**src/rtl/srom_pkg.sv**
```systemverilog
// Package: shared command and mode types for the synchronous burst ROM.
// Assumes the mode key is 8 bits, with the field positions given below.
package srom_pkg;

    typedef enum logic [1:0] {
        CMD_NOP  = 2'd0,
        CMD_MODE = 2'd1,
        CMD_ACT  = 2'd2,
        CMD_READ = 2'd3
    } srom_cmd_e;

    localparam int CL_W         = 4;
    localparam int KEY_TYPE_BIT = 3;
    localparam int KEY_CL_LSB   = 4;
    localparam int KEY_RL_BIT   = 7;

    typedef struct packed {
        logic            ilv;
        logic            rl2;
        logic [CL_W-1:0] cl;
    } srom_mode_t;

    localparam srom_mode_t MODE_RESET = '{ilv: 1'b0, rl2: 1'b0, cl: 4'd2};

endpackage

```
**src/rtl/srom_mode_reg.sv**
```systemverilog
// Mode register: decodes the address key into the order, row latency and
// column latency fields. Assumes the load strobe already includes clock enable.
module srom_mode_reg
    import srom_pkg::*;
(
    input  logic       clk,
    input  logic       rst_n,
    input  logic       load,
    input  logic [7:3] key,
    output srom_mode_t mode_o
);

    srom_mode_t next_mode;
    logic [2:0] code;

    // Turns the key bits into mode fields, mapping the special latency codes.
    always_comb begin
        code          = key[KEY_CL_LSB+2:KEY_CL_LSB];
        next_mode.ilv = key[KEY_TYPE_BIT];
        next_mode.rl2 = key[KEY_RL_BIT];
        case (code)
            3'd0:    next_mode.cl = 4'd8;
            3'd1:    next_mode.cl = 4'd2;
            default: next_mode.cl = {1'b0, code};
        endcase
    end

    // Holds the programmed mode until the next mode-register cycle.
    always_ff @(posedge clk) begin
        if (!rst_n)
            mode_o <= MODE_RESET;
        else if (load)
            mode_o <= next_mode;
    end

endmodule

```
**src/rtl/srom_row_ctrl.sv**
```systemverilog
// Row control: latches the open row, counts the active edges since the row
// open, refuses early or row-less column reads and keeps the sticky error.
// Assumes ROW_W >= COL_W and that en is the registered clock enable.
module srom_row_ctrl
    import srom_pkg::*;
#(
    parameter int ROW_W = 13,
    parameter int COL_W = 9
) (
    input  logic             clk,
    input  logic             rst_n,
    input  logic             en,
    input  srom_cmd_e        cmd,
    input  logic [ROW_W-1:0] addr,
    input  logic             rl2,
    input  logic             word_mode,
    output logic             read_go,
    output logic [COL_W-1:0] read_col,
    output logic [ROW_W-1:0] row_q,
    output logic             err
);

    logic       row_open;
    logic [1:0] age;
    logic [1:0] need;
    logic       ok;

    assign need     = rl2 ? 2'd2 : 2'd1;
    assign ok       = row_open && (age >= need);
    assign read_go  = en && (cmd == CMD_READ) && ok;
    assign read_col = word_mode ? addr[COL_W-1:0] : {1'b0, addr[COL_W-2:0]};

    // Tracks the row state, the saturating age and the refused-read flag.
    always_ff @(posedge clk) begin
        if (!rst_n) begin
            row_open <= 1'b0;
            age      <= 2'd0;
            row_q    <= '0;
            err      <= 1'b0;
        end else if (en) begin
            if (cmd == CMD_ACT) begin
                row_q    <= addr;
                row_open <= 1'b1;
                age      <= 2'd1;
            end else if (row_open && age != 2'd2) begin
                age <= age + 2'd1;
            end
            if (cmd == CMD_READ && !ok)
                err <= 1'b1;
            else if (cmd == CMD_MODE)
                err <= 1'b0;
        end
    end

endmodule

```
**src/rtl/srom_burst_seq.sv**
```systemverilog
// Burst sequencer: counts the column latency down, then steps through
// BURST_LEN beat columns in sequential or interleaved order.
// Assumes BURST_LEN is a power of two and cl is at least 1.
module srom_burst_seq
    import srom_pkg::*;
#(
    parameter int COL_W     = 9,
    parameter int BURST_LEN = 8
) (
    input  logic             clk,
    input  logic             rst_n,
    input  logic             en,
    input  logic             start,
    input  logic [COL_W-1:0] start_col,
    input  logic [CL_W-1:0]  cl,
    input  logic             ilv,
    output logic             fire,
    output logic [COL_W-1:0] beat_col,
    output logic             active
);

    localparam int BEAT_W = $clog2(BURST_LEN);
    localparam logic [BEAT_W-1:0] LAST = BEAT_W'(BURST_LEN - 1);

    logic [CL_W-1:0]   wait_cnt;
    logic [BEAT_W-1:0] beat;
    logic [COL_W-1:0]  base;
    logic              ilv_q;
    logic [BEAT_W-1:0] low;

    assign fire = active && (wait_cnt == '0);

    // Forms the low column bits of the current beat in the latched order.
    always_comb begin
        if (ilv_q)
            low = base[BEAT_W-1:0] ^ beat;
        else
            low = base[BEAT_W-1:0] + beat;
        beat_col = {base[COL_W-1:BEAT_W], low};
    end

    // Starts, counts down and advances the burst on active edges.
    always_ff @(posedge clk) begin
        if (!rst_n) begin
            active   <= 1'b0;
            wait_cnt <= '0;
            beat     <= '0;
            base     <= '0;
            ilv_q    <= 1'b0;
        end else if (en) begin
            if (start) begin
                active   <= 1'b1;
                wait_cnt <= cl - CL_W'(1);
                beat     <= '0;
                base     <= start_col;
                ilv_q    <= ilv;
            end else if (active) begin
                if (wait_cnt != '0) begin
                    wait_cnt <= wait_cnt - CL_W'(1);
                end else begin
                    beat <= beat + BEAT_W'(1);
                    if (beat == LAST)
                        active <= 1'b0;
                end
            end
        end
    end

endmodule

```
**src/rtl/srom_array.sv**
```systemverilog
// Computed ROM contents: derives each double word from the row and column,
// then selects one half in word organisation. Assumes DATA_W/2 > COL_W-1.
module srom_array #(
    parameter int ROW_W  = 13,
    parameter int COL_W  = 9,
    parameter int DATA_W = 32
) (
    input  logic [ROW_W-1:0]  row,
    input  logic [COL_W-1:0]  col,
    input  logic              word_mode,
    output logic [DATA_W-1:0] data
);

    localparam int HALF_W = DATA_W / 2;
    localparam int DC_W   = COL_W - 1;
    localparam int RB     = HALF_W - DC_W;

    logic [DC_W-1:0]   dcol;
    logic [RB-1:0]     fold;
    logic [HALF_W-1:0] hi;
    logic [HALF_W-1:0] lo;

    // Folds the row, builds both halves and picks the output format.
    always_comb begin
        dcol = word_mode ? col[COL_W-1:1] : col[DC_W-1:0];
        fold = row[RB-1:0] ^ RB'(row[ROW_W-1:RB]);
        hi   = {fold, dcol};
        lo   = {~dcol, fold ^ RB'(dcol)};
        if (word_mode)
            data = {{HALF_W{1'b0}}, (col[0] ? hi : lo)};
        else
            data = {hi, lo};
    end

endmodule

```
**src/rtl/srom_burst_read.sv**
```systemverilog
// Top: registers the clock enable, decodes the strobes, and ties the mode
// register, row control, burst sequencer and array to the output registers.
// Assumes word_mode changes only while the output is idle.
module srom_burst_read
    import srom_pkg::*;
#(
    parameter int ROW_W     = 13,
    parameter int COL_W     = 9,
    parameter int DATA_W    = 32,
    parameter int BURST_LEN = 8
) (
    input  logic              clk,
    input  logic              rst_n,
    input  logic              cke,
    input  logic              cs_n,
    input  logic              ras_n,
    input  logic              cas_n,
    input  logic              mrs_n,
    input  logic [ROW_W-1:0]  addr,
    input  logic              dqm,
    input  logic              word_mode,
    output logic [DATA_W-1:0] dout,
    output logic              dout_valid,
    output logic              ras_cas_err
);

    logic              cke_q;
    srom_cmd_e         cmd;
    logic              mode_load;
    srom_mode_t        mode;
    logic              read_go;
    logic [COL_W-1:0]  read_col;
    logic [ROW_W-1:0]  row_q;
    logic              fire;
    logic [COL_W-1:0]  beat_col;
    logic              burst_act;
    logic [DATA_W-1:0] data;
    logic              blank;

    // Delays the clock enable so that a low value freezes the next edge.
    always_ff @(posedge clk) begin
        if (!rst_n)
            cke_q <= 1'b1;
        else
            cke_q <= cke;
    end

    // Decodes the strobe pattern while the chip is selected.
    always_comb begin
        cmd = CMD_NOP;
        if (!cs_n) begin
            case ({mrs_n, ras_n, cas_n})
                3'b011:  cmd = CMD_MODE;
                3'b101:  cmd = CMD_ACT;
                3'b110:  cmd = CMD_READ;
                default: cmd = CMD_NOP;
            endcase
        end
    end

    assign mode_load = cke_q && (cmd == CMD_MODE);
    assign blank     = dqm && !cs_n;

    srom_mode_reg u_mode (
        .clk    (clk),
        .rst_n  (rst_n),
        .load   (mode_load),
        .key    (addr[7:3]),
        .mode_o (mode)
    );

    srom_row_ctrl #(.ROW_W(ROW_W), .COL_W(COL_W)) u_row (
        .clk       (clk),
        .rst_n     (rst_n),
        .en        (cke_q),
        .cmd       (cmd),
        .addr      (addr),
        .rl2       (mode.rl2),
        .word_mode (word_mode),
        .read_go   (read_go),
        .read_col  (read_col),
        .row_q     (row_q),
        .err       (ras_cas_err)
    );

    srom_burst_seq #(.COL_W(COL_W), .BURST_LEN(BURST_LEN)) u_seq (
        .clk       (clk),
        .rst_n     (rst_n),
        .en        (cke_q),
        .start     (read_go),
        .start_col (read_col),
        .cl        (mode.cl),
        .ilv       (mode.ilv),
        .fire      (fire),
        .beat_col  (beat_col),
        .active    (burst_act)
    );

    srom_array #(.ROW_W(ROW_W), .COL_W(COL_W), .DATA_W(DATA_W)) u_array (
        .row       (row_q),
        .col       (beat_col),
        .word_mode (word_mode),
        .data      (data)
    );

    // Loads a due, unmasked beat, and otherwise drives the idle output.
    always_ff @(posedge clk) begin
        if (!rst_n) begin
            dout       <= '0;
            dout_valid <= 1'b0;
        end else if (cke_q) begin
            if (fire && !blank) begin
                dout       <= data;
                dout_valid <= 1'b1;
            end else begin
                dout       <= '0;
                dout_valid <= 1'b0;
            end
        end
    end

endmodule

```
**config.mk**
```make
export PLATFORM = sky130hd
export DESIGN_NAME = srom_burst_read
export DESIGN_NICKNAME = d
export VERILOG_FILES = /design/src/rtl/srom_pkg.sv /design/src/rtl/srom_mode_reg.sv /design/src/rtl/srom_row_ctrl.sv /design/src/rtl/srom_burst_seq.sv /design/src/rtl/srom_array.sv /design/src/rtl/srom_burst_read.sv
export SDC_FILE = /design/constraint.sdc
export NUM_CORES = 1
export LEC_CHECK = 0
export ABC_CLOCK_PERIOD_IN_PS = 5800
export BUFFER_PORTS_ARGS = -buffer_cell sky130_fd_sc_hd__buf_2
export CAP_MARGIN = 30
export CORE_ASPECT_RATIO = 0.8
export CORE_UTILIZATION = 36
export DETAILED_ROUTE_END_ITERATION = 16
export RECOVER_POWER = 25
export SKIP_LAST_GASP = 1
export SLEW_MARGIN = 25
export SYNTH_ARGS = -nofsm -noshare
export SYNTH_HDL_FRONTEND = slang
export SYNTH_SLANG_ARGS = --single-unit
```
**constraint.sdc**
```tcl
create_clock -name clk -period 5.8 [get_ports clk]
set_input_delay 1.16 -clock clk [delete_from_list [all_inputs] [get_ports clk]]
set_output_delay 1.16 -clock clk [all_outputs]
set_load 0.03 [all_outputs]
```
* After elaboration in Yosys (flattened, before gate mapping)
Index checks and enable logic that the tools add are counted.
** Word-level totals
- Register bits after elaboration :: 75
- Output and inout bits :: 34
** Operators by class
- Magnitude comparators :: 1
- Reduce and logical (&&, ||, !) cells :: 25
- $add $sub $neg :: 5
- Bitwise operators :: 4
- Mux-type cells :: 25
- Equal/unequal tests :: 10
** Operator list (number)
- $mux W32 :: 2
- $mux W16 :: 1
- $mux W3 :: 4
- $mux W4 :: 3
- $eq A3 B3 Y1 const B :: 3
- $logic_and A1 B1 Y1 :: 9
- $mux W9 :: 1
- $mux W2 :: 4
- $mux W8 :: 1
- $not A8 Y8 :: 1
- $pmux W4 S2 :: 1
- $reduce_and A2 Y1 :: 4
- $reduce_bool A2 Y1 :: 4
- $sub A4 B1 Y4 const B :: 2
- $xor A8 B5 Y8 :: 1
- $xor A8 B8 Y8 :: 1
- $mux W1 :: 7
- $pmux W2 S3 :: 1
- $reduce_and A3 Y1 :: 2
- $eq A2 B2 Y1 const B :: 2
- $logic_not A4 Y1 :: 1
- $ne A2 B2 Y1 const B :: 2
- $reduce_bool A4 Y1 :: 1
- $add A3 B1 Y3 const B :: 1
- 9 further kinds :: 11

* Logic depth before layout (Yosys ltp)
Gate-level depths: netlist of run 1.
- Depth in word-level cells :: 8
- Depth in mapped cells :: 11
- Depth with buffers taken out :: 11

* Modules after synthesis
A second synthesis of run 1 with hierarchy kept.
** Unflattened totals
- Cell total of the unflattened synthesis :: 461
- Area total of the unflattened synthesis :: 4180.3 µm²
** Modules (own cells, without submodules)
- srom_burst_read :: times used 1, cells each 130, area each 1594.0 µm²
- srom_burst_seq :: times used 1, cells each 124, area each 998.5 µm²
- srom_row_ctrl :: times used 1, cells each 94, area each 782.0 µm²
- srom_array :: times used 1, cells each 90, area each 560.5 µm²
- srom_mode_reg :: times used 1, cells each 23, area each 245.2 µm²

* Least setup slack after synthesis of run 1
Ideal clock, no wire load.
- Path kind :: in2reg
- From :: input port cs_n
- To :: register u_seq.wait_cnt[2]
- Path buffers :: 0
- Stages on the path :: 9
- Setup slack :: 2.962 ns
- Library setup time :: 0.086 ns
- Required time :: 5.714 ns
- Arrival time :: 2.752 ns
- Cells stage by stage :: nand3b_4 > nor3b_1 > nand3_2 > mux2i_1 > ha_1 > nand3_1 > nor3_1 > a21oi_1 > a211oi_1
** On the way
- Word-level cells in the longest chain between the ends :: 6
** Ends and longest elaborated chain
- start: declaration :: line srom_burst_read.sv:15 : input logic cs_n,
- $mux W2 (*) :: line srom_burst_read.sv:51 : if (!cs_n) begin
- $eq A2 B2 Y1 (*) :: line srom_row_ctrl.sv:30 : assign read_go = en && (cmd == CMD_READ) && ok;
- $logic_and A1 B1 Y1 (*) (2 in a row) :: line srom_row_ctrl.sv:30
- $reduce_bool A2 Y1 (no line)
- $reduce_and A3 Y1 (no line)
- end signal: assignment :: line srom_burst_seq.sv:53 : wait_cnt <= cl - CL_W'(1);
- end signal: assignment :: line srom_burst_seq.sv:59 : wait_cnt <= wait_cnt - CL_W'(1);
- end: declaration :: line srom_burst_seq.sv:25 : logic [CL_W-1:0] wait_cnt;
Every way passes the cells marked *; elsewhere a longest branch is shown, timed or not.
A chain may end at the register's enable or synchronous reset.

==> results of run 1 <==
==> kinds of logic (layout without fill, tap and decap cells) <==
logic type,after synthesis,in the layout,synth area share
AND/OR/NAND/NOR,149,149,0.221
XOR/XNOR,21,21,0.0540
adder cells (fa/ha/maj),9,9,0.0328
multiplexers,12,12,0.0342
buffers and inverters,41,84,0.0438
AO/OA/AOI/OAI,117,117,0.204
flip-flops,75,75,0.410
==> stage by stage <==
step | total power [mW] | hold slack (ns) | cells
after floorplan | 0.578 | 0.448 | 424
after global placement | 0.600 | 0.455 | 586
after detailed placement | 0.603 | 0.464 | 587
after CTS | 1.15 | 0.472 | 603
after global routing | 1.18 | 0.484 | 603
final | 1.14 | 0.467 | 603
==> worst paths after layout <==
| path | endpoint | slack [ns] | cells past startpoint |
|---|---|---|---|
| setup reg to reg | u_seq.wait_cnt[2]$_SDFFE_PN0P_ | 3.25 | 11 |
| hold / removal | u_row.row_q[11]$_SDFFE_PN0P_ | 0.47 | 2 |
| setup / recovery | u_seq.wait_cnt[0]$_SDFFE_PN0P_ | 2.84 | 5 |
| hold reg to reg | u_row.row_q[11]$_SDFFE_PN0P_ | 0.47 | 2 |
==> cell type report <==
type                    count  share of cell area
clock buffers              14              0.0593
clock inverters             2             0.00818
inverters                   7             0.00613
multi-input cells         308               0.469
flip-flops and latches     75               0.351
well taps                 136              0.0397
repair buffers             61              0.0669
==> sequential cells by signal (all words and copies together), names as in the netlist <==
| signal | flops |
|---|---|
| u_mode.mode_o | 6 |
| u_seq.wait_cnt | 4 |
| u_seq.ilv_q | 1 |
| u_row.err | 1 |
| dout_valid | 1 |
| u_seq.beat | 3 |
| u_seq.base | 9 |
| u_row.row_q | 13 |
| u_row.row_open | 1 |
| cke_q | 1 |
| u_row.age | 2 |
| u_seq.active | 1 |
| dout | 32 |
==> placed cells by master, fill, tap and decap left out, drive strengths merged, types with 2 or more instances in the layout <==
master | netlist | final
o2bb2ai | 5 | 5
nand2 | 28 | 28
nand3 | 17 | 17
a32oi | 3 | 3
xor2 | 8 | 8
clkbuf | 28 | 41
a21o | 2 | 2
mux2 | 4 | 4
a21oi | 46 | 46
mux2i | 8 | 8
o31ai | 14 | 14
nor4 | 3 | 3
nand2b | 9 | 9
a22oi | 12 | 12
o21ai | 14 | 14
nor3b | 3 | 3
xnor2 | 12 | 12
nand3b | 7 | 7
a211o | 3 | 3
nor3 | 10 | 10
inv | 7 | 7
and3 | 3 | 3
nor2 | 33 | 33
and2 | 6 | 6
nor2b | 12 | 12
o21a | 3 | 3
dfxtp | 75 | 75
ha | 8 | 8
buf | 6 | 34
a211oi | 5 | 5
nand4 | 11 | 11
o211ai | 4 | 4
==> layer usage <==
layer / routed length (µm) / track usage / up-vias / share of wire
met5: 0 / 0 / - / 0
met4: 47 / 0.0390 / 0 / 0.0051
met3: 577 / 0.0496 / 6 / 0.062
met2: 4030 / 0.276 / 85 / 0.43
met1: 4630 / 0.265 / 1522 / 0.50
li1: - / - / 1603 / -
==> critical path: cells and delay by family <==
family	cells	cell delay, ns
buffers and inverters	3	1.66
AOI/OAI and AO/OA	2	0.39
==> synthesized netlist by cell type (all sizes together) (2+ instances only) <==
| master | number |
|---|---|
| mux2i | 8 |
| nand4 | 11 |
| mux2 | 4 |
| a211oi | 5 |
| o21ai | 14 |
| nand3 | 17 |
| a211o | 3 |
| and2 | 6 |
| dfxtp | 75 |
| ha | 8 |
| nor3b | 3 |
| nor2b | 12 |
| clkbuf | 28 |
| a21o | 2 |
| nor4 | 3 |
| nand3b | 7 |
| o2bb2ai | 5 |
| a32oi | 3 |
| o31ai | 14 |
| nand2b | 9 |
| nand2 | 28 |
| o211ai | 4 |
| xor2 | 8 |
| nor3 | 10 |
| a22oi | 12 |
| nor2 | 33 |
| a21oi | 46 |
| inv | 7 |
| and3 | 3 |
| buf | 6 |
| o21a | 3 |
| xnor2 | 12 |
==> report_power, final <==
part | leakage (nW) | internal (mW) | total (mW) | switching [mW]
Clock | 0.141 | 0.345 | 0.549 | 0.204
Combinational | 0.813 | 0.0219 | 0.0702 | 0.0482
Sequential | 0.605 | 0.519 | 0.522 | 0.00311
Total | 1.56 | 0.886 | 1.14 | 0.255
==> flow_metrics.py, run 1 <==
metrics = {
    "run_status": {
        "status": "finished clean",
    },
    "floorplanning": {
        "rows": 32,
        "die_h_um": 92.2,
        "start_util": 0.374,
        "io_pins": 56,
        "dieWidth_um": 115,
        "die_area_um2": 10600,
        "coreArea_um2": 9770,
    },
    "detailed_routing": {
        "wire_per_inst_um": 15.4,
        "drc": 0,
        "drt.antenna.violating_nets": 0,
        "dr.pass1.iters": 4,
        "vias": 3216,
        "routed_wl_um": 9290,
        "first_iter_violations": 292,
        "viasPerCell": 5.33,
    },
    "cts": {
        "h-tree-depth": 3,
        "clock-root-buffer": "clkbuf_16",
        "cts-resized-gates": 0,
        "cts_made_buffers": 9,
        "clockBufferDepth": 2,
        "cts_tree": "built",
        "postCtsHoldBufs": 0,
        "post_cts_buffers": 0,
        "insertion_delay_ns": 0.33,
        "cts_sinks": 75,
        "path_clk_slew_ns": 0.06,
    },
    "placement": {
        "dp_slack_ns": 2.60,
        "place_area_um2": 4030,
        "portBuffers": 55,
        "gp_congestion": 0.784,
        "dp_hpwl_um": 6580,
    },
    "finish": {
        "n_fill_cell": 1025,
        "drive_gt1_frac": 0.128,
        "multi_input_area_um2": 2010,
        "final_area_um2": 4280,
        "fin_util": 0.438,
        "nNetsFinal": 493,
        "seqCellArea_um2": 1500,
        "antenna_cells": 0,
        "synthToLayoutAreaGrowth_pct": 17.1,
    },
    "critical_path": {
        "max_stage_delay_ns": 0.68,
        "path_class": "input pin to flip-flop",
        "path_cells": "clkbuf_1 > inv_1 > buf_4 > a41oi_1 > a21boi_0",
        "end_kind": "flip-flop",
        "cp.required_ns": 6.06,
        "crit_path_top_delay_cell": "clkbuf_1",
        "crit_fanout": 37,
        "arrival_ns": 3.22,
        "crit_path_start_kind": "input pin",
        "reg2reg_from": "cke_q$_SDFF_PN1_",
        "critPathLaunch": "rst_n",
    },
    "timing": {
        "rsz0062_at_grt": "no",
        "relSlewSlack": 0.373,
        "fin_tns_setup_ns": 0,
        "fin_crit_sh": 0.511,
        "setup_violations": 0,
        "fin_skew_ns": 0.00644,
        "period_minus_slack_ns": 2.96,
        "tightest_slew_ns": 0.940,
        "setup_slack_ns": 2.84,
        "maxSlewViolCount": 0,
        "clock.fmax_mhz": 337,
        "hold_viol": 0,
    },
    "synth": {
        "syn_inst": 424,
        "yosys_warnings": 0,
        "synth_top_area_frac": 0.410,
        "synth.top_cells.by_area": "dfxtp_1, a21oi_1, nor2_1, clkbuf_1, nand2_1",
        "synth.avg_cell_area_um2": 8.63,
        "synth_seq_cells": 75,
        "synth-async-reset-ratio": 0,
        "syn_area_um2": 3660,
        "synth_cell_types": 52,
        "syn-num-nets": 455,
        "synthFlopType": "dfxtp_1",
        "synth_edf_count": 0,
        "yosys.area.top_type": "dfxtp_1",
        "synth_seq_area_share": 0.410,
    },
    "grt": {
        "grt_max_degree": 38,
        "antenna_found_initial": 0,
        "grt_usage": 0.185,
        "grt_pass1_vias": 2927,
        "grt_pass1_wl_um": 15200,
        "overflow": 0,
    },
    "pwr": {
        "leakage_nw": 1.56,
        "ir_drop_v": 0.000182,
        "p_per_area_nw_per_um2": 266,
    },
    "min_path": {
        "worstHoldStart": "u_row.row_q[11]$_SDFFE_PN0P_",
        "worstHoldPathType": "flip-flop to flip-flop",
    },
    "run": {
        "cap_violations": 0,
    },
}
No activity file was read; power rests on OpenSTA's default activity.
==> run 2: changes to the inputs <==
- ABC_CLOCK_PERIOD_IN_PS: 5800 -> 2900
- clock period: 5.8 -> 2.9 ns (I/O delays scaled with it)
==> flow_metrics.py, run 2 (same netlist as run 1, synthesis figures left out) <==
metrics = {
    "critical_path": {
        "end_kind": "flip-flop",
        "crit_path_start_kind": "flip-flop",
        "r2r_end": "u_seq.wait_cnt[2]$_SDFFE_PN0P_",
        "arrival_ns": 2.80,
        "crit_fanout": 12,
        "reg2reg_depth": 11,
        "reg2reg_from": "u_row.age[0]$_SDFFE_PN0P_",
        "r2r_slack_ns": 0.36,
        "path_class": "flip-flop to flip-flop",
        "cp.required_ns": 3.16,
    },
    "detailed_routing": {
        "first_iter_violations": 243,
        "viasPerCell": 5.28,
        "routed_wl_um": 9550,
        "drt.antenna.violating_nets": 0,
        "drc": 0,
        "dr.pass1.iters": 5,
        "wire_per_inst_um": 15.8,
        "vias": 3197,
    },
    "grt": {
        "grt_max_degree": 36,
        "grt_pass1_wl_um": 15600,
        "grt_util_met1": 0.270,
        "grt_usage": 0.194,
        "top_usage_layer": "met2",
        "grtUsageMet2": 0.286,
        "overflow": 0,
        "use_met3": 0.0443,
        "antenna_found_initial": 0,
        "grt_pass1_vias": 3063,
    },
    "finish": {
        "nNetsFinal": 496,
        "antenna_cells": 0,
        "final_common_cell": "dfxtp_1",
        "top_register": "dout",
        "top_regs": "dout (32), u_row.row_q (13), u_seq.base (9)",
        "drive_gt1_frac": 0.136,
        "layoutNonFillerInstCount": 605,
        "largest_reg_flops": 32,
        "synthToLayoutAreaGrowth_pct": 16.8,
        "seqCellArea_um2": 1500,
        "n_fill_cell": 1010,
        "multi_input_area_um2": 2010,
        "final_cell_mix": "dfxtp_1, a21oi_1, nor2_1",
    },
    "floorplanning": {
        "coreArea_um2": 9770,
        "die_area_um2": 10600,
        "io_pins": 56,
        "die_h_um": 92.2,
        "start_util": 0.374,
        "dieWidth_um": 115,
        "rows": 32,
    },
    "placement": {
        "portBuffers": 55,
        "gp_congestion": 0.777,
        "dp.cells": 590,
        "dp_hpwl_um": 6700,
    },
    "timing": {
        "maxSlewViolCount": 0,
        "hold_viol": 0,
        "clock.fmax_mhz": 394,
        "fin_skew_ns": 0.00741,
        "setup_violations": 0,
        "period_minus_slack_ns": 2.54,
        "relSlewSlack": 0.407,
        "fin_crit_sh": 0.876,
        "rsz0062_at_grt": "no",
        "tightest_slew_ns": 0.889,
        "fin_tns_setup_ns": 0,
    },
    "cts": {
        "postCtsHoldBufs": 0,
        "cts_tree": "built",
        "path_clk_slew_ns": 0.06,
        "clockBufferDepth": 2,
        "post_cts_buffers": 0,
        "insertion_delay_ns": 0.34,
        "cts-resized-gates": 0,
        "clock-root-buffer": "clkbuf_16",
        "cts_sinks": 75,
        "cts_made_buffers": 9,
        "h-tree-depth": 3,
    },
    "pwr": {
        "p_per_area_nw_per_um2": 513,
        "p_total_mw": 2.19,
        "leakage_nw": 1.56,
        "ir_drop_v": 0.000268,
    },
    "run": {
        "cap_violations": 0,
    },
    "run_status": {
        "status": "finished clean",
    },
    "min_path": {
        "whs_path_depth": 2,
        "worstHoldPathType": "input pin to flip-flop",
        "worstHoldStart": "cke",
        "hold_end": "cke_q$_SDFF_PN1_",
    },
}
## run 2: final cells by class
type,count,share of cell area
clock buffers,12,0.0577
clock inverters,3,0.00351
inverters,7,0.00615
multi-input cells,308,0.470
flip-flops and latches,75,0.351
well taps,136,0.0398
repair buffers,64,0.0712
## run 2: worst max-delay path by stage
stage                              start                        endpoint  slack, ns
4_1_cts        u_row.age[0]$_SDFFE_PN0P_  u_seq.wait_cnt[2]$_SDFFE_PN0P_       0.37
6_report       u_row.age[0]$_SDFFE_PN0P_  u_seq.wait_cnt[2]$_SDFFE_PN0P_       0.36
3_5_place_dp                        cs_n  u_seq.wait_cnt[2]$_SDFFE_PN0P_       0.37
5_1_grt        u_row.age[0]$_SDFFE_PN0P_  u_seq.wait_cnt[2]$_SDFFE_PN0P_       0.11
3_3_place_gp                        cs_n  u_seq.wait_cnt[2]$_SDFFE_PN0P_       0.43
2_1_floorplan                       cs_n  u_seq.wait_cnt[2]$_SDFFE_PN0P_       0.64
## run 2: where the power goes
group	switching (mW)	leakage [nW]	internal, mW	total (mW)
logic	0.0975	0.827	0.0452	0.143
clock network	0.413	0.132	0.593	1.01
registers	0.00721	0.605	1.04	1.04
total	0.518	1.56	1.68	2.19
## run 2: critical path, cell delays in order, from the launching register on
cell	delay (ns)
dfxtp_1	0.30
inv_1	0.07
ha_1	0.29
nand2b_1	0.12
a21o_1	0.36
nand3_2	0.30
mux2i_1	0.26
ha_1	0.21
nand3_1	0.10
nor3_1	0.16
a21oi_1	0.06
a211oi_1	0.22
## run 2: per-stage QoR
stage / hold WS (ns) / util / cell area [µm²] / setup slack, ns
finish: 0.462 / 0.437 / 4270 / 0.359
global route: 0.450 / 0.437 / 4270 / 0.105
CTS: 0.447 / 0.441 / 4310 / 0.375
detailed placement: 0.461 / 0.415 / 4050 / 0.365
global placement: 0.457 / 0.415 / 4050 / 0.432
floorplan: 0.448 / - / 3660 / 0.642
## run 2: per-layer routing
| metal | routed length (µm) | vias up |
|---|---|---|
| met5 | 0 | - |
| met4 | 241 | 0 |
| met3 | 357 | 22 |
| met2 | 4030 | 57 |
| met1 | 4920 | 1510 |
| li1 | - | 1608 |
